## src/rtl/pit_pkg.sv

```systemverilog
package pit_pkg;
  localparam int CNT_W = 16;
  localparam int DIG_W = 4;
  localparam int N_DIG = CNT_W / DIG_W;

  typedef logic [CNT_W-1:0] cnt_t;

  typedef enum logic [2:0] {
    M_TERM   = 3'd0,
    M_ONESHOT = 3'd1,
    M_RATE   = 3'd2,
    M_SQUARE = 3'd3,
    M_SWSTB  = 3'd4,
    M_HWSTB  = 3'd5
  } mode_e;

  // 6 and 7 alias the periodic modes
  function automatic mode_e fold_mode(input logic [2:0] f);
    if (f[2] && f[1]) return mode_e'({1'b0, f[1:0]});
    return mode_e'(f);
  endfunction

  function automatic cnt_t step_down(input cnt_t v, input logic dec);
    cnt_t r;
    logic borrow;
    if (!dec) return v - cnt_t'(1);
    r = v;
    borrow = 1'b1;
    for (int i = 0; i < N_DIG; i++) begin
      if (borrow) begin
        if (v[DIG_W*i +: DIG_W] == '0) begin
          r[DIG_W*i +: DIG_W] = DIG_W'(9);
        end else begin
          r[DIG_W*i +: DIG_W] = v[DIG_W*i +: DIG_W] - DIG_W'(1);
          borrow = 1'b0;
        end
      end
    end
    return r;
  endfunction

  function automatic cnt_t step_up(input cnt_t v, input logic dec);
    cnt_t r;
    logic carry;
    if (!dec) return v + cnt_t'(1);
    r = v;
    carry = 1'b1;
    for (int i = 0; i < N_DIG; i++) begin
      if (carry) begin
        if (v[DIG_W*i +: DIG_W] == DIG_W'(9)) begin
          r[DIG_W*i +: DIG_W] = '0;
        end else begin
          r[DIG_W*i +: DIG_W] = v[DIG_W*i +: DIG_W] + DIG_W'(1);
          carry = 1'b0;
        end
      end
    end
    return r;
  endfunction

  // square wave: high phase start rounds odd counts up, low phase down
  function automatic cnt_t hi_start(input cnt_t v, input logic dec);
    return v[0] ? step_up(v, dec) : v;
  endfunction

  function automatic cnt_t lo_start(input cnt_t v, input logic dec);
    return v[0] ? step_down(v, dec) : v;
  endfunction

  function automatic logic free_running(input mode_e m);
    return (m == M_ONESHOT) || (m == M_HWSTB);
  endfunction

  function automatic logic edge_restarts(input mode_e m);
    return (m == M_ONESHOT) || (m == M_RATE) || (m == M_SQUARE) || (m == M_HWSTB);
  endfunction
endpackage

```

## src/rtl/pit_gate_edge.sv

```systemverilog
module pit_gate_edge (
  input  logic clk,
  input  logic rst_n,
  input  logic gate,
  output logic rise
);
  logic gate_q;

  always_ff @(posedge clk or negedge rst_n) begin
    if (!rst_n) gate_q <= 1'b0;
    else        gate_q <= gate;
  end

  assign rise = gate & ~gate_q;
endmodule

```

## src/rtl/pit_counter.sv

```systemverilog
module pit_counter
  import pit_pkg::*;
(
  input  logic  clk,
  input  logic  rst_n,
  input  logic  load,
  input  cnt_t  ld_val,
  input  mode_e ld_mode,
  input  logic  ld_bcd,
  input  logic  retrig,
  input  cnt_t  init,
  input  mode_e mode,
  input  logic  bcd,
  input  logic  run,
  input  logic  phase_hi,
  output cnt_t  cnt,
  output logic  term
);
  cnt_t nxt;

  always_comb begin
    nxt = step_down(cnt, bcd);
    if (mode == M_SQUARE) nxt = step_down(nxt, bcd);
    term = run && (nxt == '0);
  end

  always_ff @(posedge clk or negedge rst_n) begin
    if (!rst_n) begin
      cnt <= '0;
    end else if (load) begin
      cnt <= (ld_mode == M_SQUARE) ? hi_start(ld_val, ld_bcd) : ld_val;
    end else if (retrig) begin
      cnt <= (mode == M_SQUARE) ? hi_start(init, bcd) : init;
    end else if (run) begin
      if (term && mode == M_RATE)
        cnt <= init;
      else if (term && mode == M_SQUARE)
        cnt <= phase_hi ? lo_start(init, bcd) : hi_start(init, bcd);
      else
        cnt <= nxt;
    end
  end

  // no step without a cause
  a_r12_count_quiet: assert property (@(posedge clk) disable iff (!rst_n)
    (!load && !retrig && !run) |=> $stable(cnt));

  // one-shot style modes wrap from zero to the top of the range
  a_r4_wrap: assert property (@(posedge clk) disable iff (!rst_n)
    (run && !load && !retrig && cnt == '0 &&
     (mode == M_TERM || mode == M_ONESHOT || mode == M_SWSTB || mode == M_HWSTB))
    |=> (cnt == (bcd ? cnt_t'(16'h9999) : cnt_t'(16'hFFFF))));
endmodule

```

## src/rtl/pit_out_gen.sv

```systemverilog
module pit_out_gen
  import pit_pkg::*;
(
  input  logic  clk,
  input  logic  rst_n,
  input  logic  load,
  input  mode_e ld_mode,
  input  logic  retrig,
  input  mode_e mode,
  input  logic  tick_act,
  input  logic  term,
  output logic  out
);
  logic armed;

  always_ff @(posedge clk or negedge rst_n) begin
    if (!rst_n) begin
      out   <= 1'b0;
      armed <= 1'b0;
    end else if (load) begin
      out   <= (ld_mode == M_SQUARE);
      armed <= 1'b1;
    end else if (retrig) begin
      out   <= (mode == M_SQUARE);
      armed <= 1'b1;
    end else if (tick_act) begin
      if (mode == M_RATE || mode == M_SWSTB || mode == M_HWSTB) out <= 1'b0;
      if (term) begin
        case (mode)
          M_TERM, M_ONESHOT, M_RATE: out <= 1'b1;
          M_SQUARE: out <= ~out;
          default: begin
            if (armed) begin
              out   <= 1'b1;
              armed <= 1'b0;
            end
          end
        endcase
      end
    end
  end

  // terminal flag holds until reload
  a_r7_term_hold: assert property (@(posedge clk) disable iff (!rst_n)
    (mode == M_TERM && out && !load) |=> out);

  // one-shot output stays high until retrigger or load
  a_r8_oneshot_hold: assert property (@(posedge clk) disable iff (!rst_n)
    (mode == M_ONESHOT && out && !load && !retrig) |=> out);

  // strobe lasts a single tick
  a_r11_one_tick: assert property (@(posedge clk) disable iff (!rst_n)
    ((mode == M_SWSTB || mode == M_HWSTB) && out && tick_act && !load) |=> !out);

  // output moves only on an event
  a_r12_out_quiet: assert property (@(posedge clk) disable iff (!rst_n)
    (!load && !retrig && !tick_act) |=> $stable(out));
endmodule

```

## src/rtl/pit_channel.sv

```systemverilog
module pit_channel
  import pit_pkg::*;
(
  input  logic             clk,
  input  logic             rst_n,
  input  logic             tick,
  input  logic             gate,
  input  logic             load,
  input  logic [CNT_W-1:0] load_count,
  input  logic [2:0]       load_mode,
  input  logic             load_bcd,
  output logic [CNT_W-1:0] count_out,
  output logic             out_o
);
  logic  active;
  mode_e mode_r;
  logic  bcd_r;
  cnt_t  init_r;

  mode_e ld_mode;
  logic  gate_rise;
  logic  retrig;
  logic  tick_act;
  logic  run;
  logic  term;

  assign ld_mode  = fold_mode(load_mode);
  assign retrig   = active && gate_rise && edge_restarts(mode_r) && !load;
  assign tick_act = active && tick && !load && !retrig;
  assign run      = tick_act && (gate || free_running(mode_r));

  always_ff @(posedge clk or negedge rst_n) begin
    if (!rst_n) begin
      active <= 1'b0;
      mode_r <= M_TERM;
      bcd_r  <= 1'b0;
      init_r <= '0;
    end else if (load) begin
      active <= 1'b1;
      mode_r <= ld_mode;
      bcd_r  <= load_bcd;
      init_r <= load_count;
    end
  end

  pit_gate_edge u_edge (
    .clk  (clk),
    .rst_n(rst_n),
    .gate (gate),
    .rise (gate_rise)
  );

  pit_counter u_cnt (
    .clk     (clk),
    .rst_n   (rst_n),
    .load    (load),
    .ld_val  (load_count),
    .ld_mode (ld_mode),
    .ld_bcd  (load_bcd),
    .retrig  (retrig),
    .init    (init_r),
    .mode    (mode_r),
    .bcd     (bcd_r),
    .run     (run),
    .phase_hi(out_o),
    .cnt     (count_out),
    .term    (term)
  );

  pit_out_gen u_out (
    .clk     (clk),
    .rst_n   (rst_n),
    .load    (load),
    .ld_mode (ld_mode),
    .retrig  (retrig),
    .mode    (mode_r),
    .tick_act(tick_act),
    .term    (term),
    .out     (out_o)
  );

  // idle channel shows nothing
  a_r1_idle: assert property (@(posedge clk) disable iff (!rst_n)
    !active |-> (count_out == '0 && !out_o));

  // gated modes hold while gate is low
  a_r6_gate_pause: assert property (@(posedge clk) disable iff (!rst_n)
    (active && !gate && !free_running(mode_r) && !load) |=> $stable(count_out));
endmodule

```

## config.mk

```make
export PLATFORM = sky130hd
export DESIGN_NAME = pit_channel
export DESIGN_NICKNAME = d
export VERILOG_FILES = /design/src/rtl/pit_pkg.sv /design/src/rtl/pit_gate_edge.sv /design/src/rtl/pit_counter.sv /design/src/rtl/pit_out_gen.sv /design/src/rtl/pit_channel.sv
export SDC_FILE = /design/constraint.sdc
export NUM_CORES = 1
export LEC_CHECK = 0
export ABC_AREA = 1
export CAP_MARGIN = 40
export CORE_MARGIN = 3
export CORE_UTILIZATION = 30
export CTS_CLUSTER_DIAMETER = 150
export DETAILED_ROUTE_END_ITERATION = 7
export GPL_TIMING_DRIVEN = 0
export PLACE_DENSITY = 0.56
export SETUP_SLACK_MARGIN = 0.05
export SLEW_MARGIN = 20
export SYNTH_ARGS = -nofsm -noshare
export SYNTH_HDL_FRONTEND = slang
export SYNTH_SLANG_ARGS = --single-unit
```

## constraint.sdc

```tcl
create_clock -name clk -period 5 [get_ports clk]
set_input_delay 1 -clock clk [delete_from_list [all_inputs] [get_ports clk]]
set_output_delay 1 -clock clk [all_outputs]
set_load 0.01 [all_outputs]
```

# After elaboration in Yosys (flattened, before gate mapping)
# Index checks and enable logic that the tools add are counted.
# word_totals
ff_bits	40
out_inout_bits	17
# op_classes
addsub	25
n_eq_ne	15
mux	174
n_bitwise	3
n_reduce_logical	40
# ops
operator	count
$mux 16	23
$mux 4	38
$mux 1	110
$logic_not 4->1	12
$sub 16x1->16 const B	3
$sub 4x1->4 const B	12
$add 16x1->16 const B	2
$add 4x1->4 const B	8
$eq 4x4->1 const B	8
$logic_not 16->1	1
$logic_and 1x1->1	11
$eq 3x2->1 const B	3
$reduce_bool 3->1	3
$logic_or 1x1->1	7
$eq 3x3->1 const B	2
$mux 3	2
$reduce_or 4->1	1
$eq 3x1->1 const B	1
$logic_not 3->1	1
$ne 3x1->1 const B	1
$reduce_and 3->1	1
$reduce_or 3->1	1
$logic_not 1->1	2
$not 1->1	2
2 further kinds	2

# Logic depth before layout (Yosys ltp)
# depth
ltp_word	59
ltp_mapped	26

# By module
# From an unflattened synthesis, not the netlist that was laid out.
# unflattened
cells_unflattened	1120
hier_area_um2	6239.7
# modules_own_cells
mod	n_inst	cells_per_inst	area_per_inst_um2	seq_area_each_um2
pit_counter	1	981	5168.7	400.4
pit_channel	1	103	850.8	525.5
pit_out_gen	1	33	185.2	50.0
pit_gate_edge	1	3	35.0	25.0

# Worst setup path before layout
# Ideal clock, no wire load.
# synth_timing
path_kind	flip-flop to flip-flop
from	reg u_cnt.cnt[0]
to	reg u_cnt.cnt[10]
arrival_time_ns	2.903
required_time_ns	4.871
path_slack_ns	1.969
stages_incl_launch_ff	23
path_cell_list	dfrtp_1 inv_1 ha_1 nand2_2 nor2_2 nand2_1 nand2_2 nand3_4 nand2_1 nand2_2 nor2_4 nand2_1 o21ai_1 nand3_1 nand2_2 nand2_2 nor2_8 nand3_4 nor2_8 buf_8 a21oi_2 nand2_2 a21oi_2
# synth_between
elab_chain_cells	24
# synth_rtl
element	line_no	source
start, declared	pit_counter.sv:16	output cnt_t cnt,
start signal, assigned	pit_counter.sv:31	cnt <= (ld_mode == M_SQUARE) ? hi_start(ld_val, ld_bcd) : ld_val;
start signal, assigned	pit_counter.sv:33	cnt <= (mode == M_SQUARE) ? hi_start(init, bcd) : init;
start signal, assigned	pit_counter.sv:36	cnt <= init;
branches (longest 2 deep; another with $sub 16x1->16)	n/a	
$mux 16 *	pit_pkg.sv:27	r = v;
$logic_not 4->1 / $mux 4 (equally long branches)	pit_pkg.sv:31, pit_pkg.sv:30	
$mux 1 / $mux 16 (equally long branches)	pit_pkg.sv:31, pit_pkg.sv:27	
$mux 1 / $logic_not 4->1 (equally long branches)	pit_pkg.sv:27, pit_pkg.sv:31	
$mux 1 (on tied branches)	pit_counter.sv:23, pit_pkg.sv:31	
$mux 1	pit_pkg.sv:30	if (borrow) begin
$mux 1	pit_pkg.sv:27	
[7 not listed]	n/a	
$logic_not 16->1	pit_counter.sv:24	term = run && (nxt == '0);
$logic_and 1x1->1	pit_counter.sv:24	
$logic_and 1x1->1	pit_counter.sv:37	else if (term && mode == M_SQUARE)
$mux 16	pit_counter.sv:37	
$mux 16 *	pit_counter.sv:35	if (term && mode == M_RATE)
$mux 16 *	pit_counter.sv:34	end else if (run) begin
$mux 16 *	pit_counter.sv:32	end else if (retrig) begin
$mux 16 *	pit_counter.sv:30	end else if (load) begin
# Mark *: on every way between the ends. The select of a mux whose other input is x is not followed.
# A chain may end at the register's enable or synchronous reset.

# Final worst setup path
# layout_timing
from	in gate
to	reg u_cnt.cnt[11]
# layout_between
elab_chain_cells	14
# layout_rtl
element	line_no	source
start, declared	pit_channel.sv:7	input logic gate,
$and 1x1->1	pit_gate_edge.sv:14	assign rise = gate & ~gate_q;
$logic_and 1x1->1 (3 in a row)	pit_channel.sv:28	assign retrig = active && gate_rise && edge_restarts(mode_r) && !load;
$logic_not 1->1	pit_channel.sv:29	assign tick_act = active && tick && !load && !retrig;
$logic_and 1x1->1	pit_channel.sv:29	
$logic_and 1x1->1	pit_channel.sv:30	assign run = tick_act && (gate || free_running(mode_r));
$logic_and 1x1->1	pit_counter.sv:24	
$logic_and 1x1->1	pit_counter.sv:37	
$mux 16	pit_counter.sv:37	
$mux 16	pit_counter.sv:35	
$mux 16	pit_counter.sv:34	
$mux 16	pit_counter.sv:32	
$mux 16	pit_counter.sv:30	
# Several ways; a longest one is shown, not always the timed one. The select of a mux whose other input is x is not followed.

==> flow_summary.ini <==
[synthesis]
synth.avg_cell_area_um2 = 5.84
ys_types = 52
synth_edf_count = 0
netlist_instances = 1079
synth-async-reset-ratio_pct = 100
synth_seq_cells = 40
synthFlopType = dfrtp_1
syn_nets = 1115
syn_area_um2 = 6300
yosys_warnings = 0
yosysSeqAreaShare_pct = 15.9

[floorplan]
dieWidth_um = 151
dieArea_um2 = 22800
die_h_um = 151
start_util_pct = 30.8
num_rows = 52
core-area_um2 = 20400
io_pins = 42

[outcome]
outcome = finished, final reports clean

[timing]
finalSetupTns_ps = 0
max_freq_mhz = 269
fin_crit_sh_pct = 74.4
skew_ps = 3.84
hold_viol_final = 0
worstMarginPinSlew_ps = 649
period_needed_ps = 3720
rsz0062_at_grt = false
maxSlewHeadroom_pct = 56.6
setup_violations = 0
slew_viol_final = 0

[finish]
drive_gt1_share_pct = 11.4
finalNetCount = 1162
final_common_cell = nand2_1
final_cell_mix = nand2_1 (279), nor2_1 (123), inv_1 (114), nand3_1 (91), o21ai_0 (81)
layoutNonFillerInstCount = 1397
postLayoutCoreUtil_pct = 35.2
areaGrowthSynthToFinish_pct = 14.2
nFillCells = 2361
antenna_cells = 0

[setup_path]
start_kind = input pin
cp-end-kind = flip-flop
reg2reg_depth = 22
cp_data_arrival_time_ps = 3940
crit_fanout = 10
crit_required_ps = 5220
crit_type = input pin to flip-flop
rrSetupSlack_ps = 1340

[grt]
grtUsageTotal_pct = 20.0
antenna_found_initial = 0
grt_max_degree = 26
grt_pass1_vias = 6928
grt-ovfl-total = 0
grt_pass1_wl_um = 36100

[pwr]
ir_drop_v = 0.000135
power.total_w = 0.00172
p_seq_share_pct = 26.1
clkPwrFrac_pct = 19.2
intPower_w = 0.000880
p_sw_w = 0.000843
leakage_nw = 3.19
p_comb_share_pct = 54.7
switching_share_pct = 48.9
p_per_area_nw_per_um2 = 240

[detailed_routing]
dr.pass1.iters = 6
ant_nets = 0
vias = 7248
drt_wl_total_um = 22600
wl_per_cell_um = 16.2
drt-vias-per-instance = 5.19
dr.first_iter.drc_count = 601
drc = 0

[clocking]
clkTransAtPathRegs_ps = 60
numCtsBuffers = 5
clockBufferDepth = 2
cts-root-buf = clkbuf_16
cts_setup_buffers = 0
clock_sinks = 40
htreeDepth = 2
cts_tree = built
cts_hold_buf = 0
cts-resized-gates = 0
clk-insertion-delay-late_ps = 290

[placement]
routabilityCongestion = 0.967
dpl.hpwl_um = 18800
io_buffers = 39
dp_cells = 1389

[worst_hold_path]
hp-class = flip-flop to flip-flop
hold_depth = 2

[flow_run]
maxCapViolCount = 0
==> cell families after synthesis <==
logic type / share of synthesized area [%]
XOR/XNOR: 1.67
adder cells (fa/ha/maj): 2.19
flip-flops: 15.9
AO/OA/AOI/OAI: 21.6
AND/OR/NAND/NOR: 46.8
buffers and inverters: 11.9
==> power by group through the flow <==
stage	registers (W)	clock network [W]	logic [W]
detailed placement	0.000455	0	0.000936
finish	0.000449	0.000330	0.000943
CTS	0.000449	0.000342	0.000940
global placement	0.000453	0	0.000935
global route	0.000460	0.000355	0.00106
floorplan	0.000439	0	0.000651
==> flip-flops by register name, indices dropped and copies added, names as in the netlist <==
signal         count
mode_r             3
bcd_r              1
u_cnt.cnt         16
init_r            16
u_out.armed        1
u_edge.gate_q      1
u_out.out          1
active             1
==> worst paths after layout <==
| path | startpoint | end |
|---|---|---|
| min in group asynchronous | rst_n | init_r[1] |
| min reg2reg | active | active |
| max in group asynchronous | rst_n | u_cnt.cnt[12] |
| max | gate | u_cnt.cnt[11] |
| max reg2reg | u_cnt.cnt[0] | u_cnt.cnt[0] |
| min | active | active |
==> cells in the mapped netlist, types with 10 or more instances <==
cell type / instances / area (um2)
nand2_2: 27 / 169
a21oi_2: 21 / 184
o21ai_0: 81 / 405
xor2_1: 12 / 105
nand4_1: 34 / 213
nor2_1: 123 / 462
clkbuf_1: 18 / 67.6
ha_1: 11 / 138
nand2_1: 279 / 1050
inv_2: 10 / 37.5
dfrtp_1: 40 / 1000
nor3_1: 19 / 95.1
inv_1: 114 / 428
a21oi_1: 63 / 315
a211oi_1: 11 / 82.6
nand3_1: 91 / 455
==> per-stage QoR <==
| stage | area [um2] | setup WS [ps] | hold WS [ps] |
|---|---|---|---|
| 4_1_cts | 7190 | 1310 | 485 |
| 6_report | 7190 | 1280 | 482 |
| 3_3_place_gp | 7030 | 997 | 463 |
| 3_5_place_dp | 7040 | 1030 | 470 |
| 5_1_grt | 7190 | 1030 | 510 |
| 2_1_floorplan | 6300 | 1970 | 447 |
==> layer usage <==
layer	GRT usage, %	routed length [um]	up-vias
met5	0	0	-
met4	7.80	828	0
met3	1.23	970	47
met2	33.9	10400	237
met1	26.6	10400	3260
li1	-	-	3704
==> layout make-up <==
class                   instances  area [um2]  area share (%)
plain buffers                  39         249            3.46
clock buffers                   6         139            1.93
clock inverters                 2        10.0           0.139
inverters                     131         499            6.94
multi-input cells             869        4550            63.3
flip-flops and latches         40        1000            13.9
well taps                     270         338            4.70
repair buffers                 40         405            5.64
==> worst max-delay path, stage by stage <==
cell,delay (ps)
clkdlybuf4s50_1,420
inv_1,80
nor3_1,40
nand2_1,90
inv_1,50
nor2_1,210
clkinv_1,280
nor2_1,470
dlygate4sd3_1,950
nor3_1,180
a21oi_2,160
(Power assumes the default switching activity.)
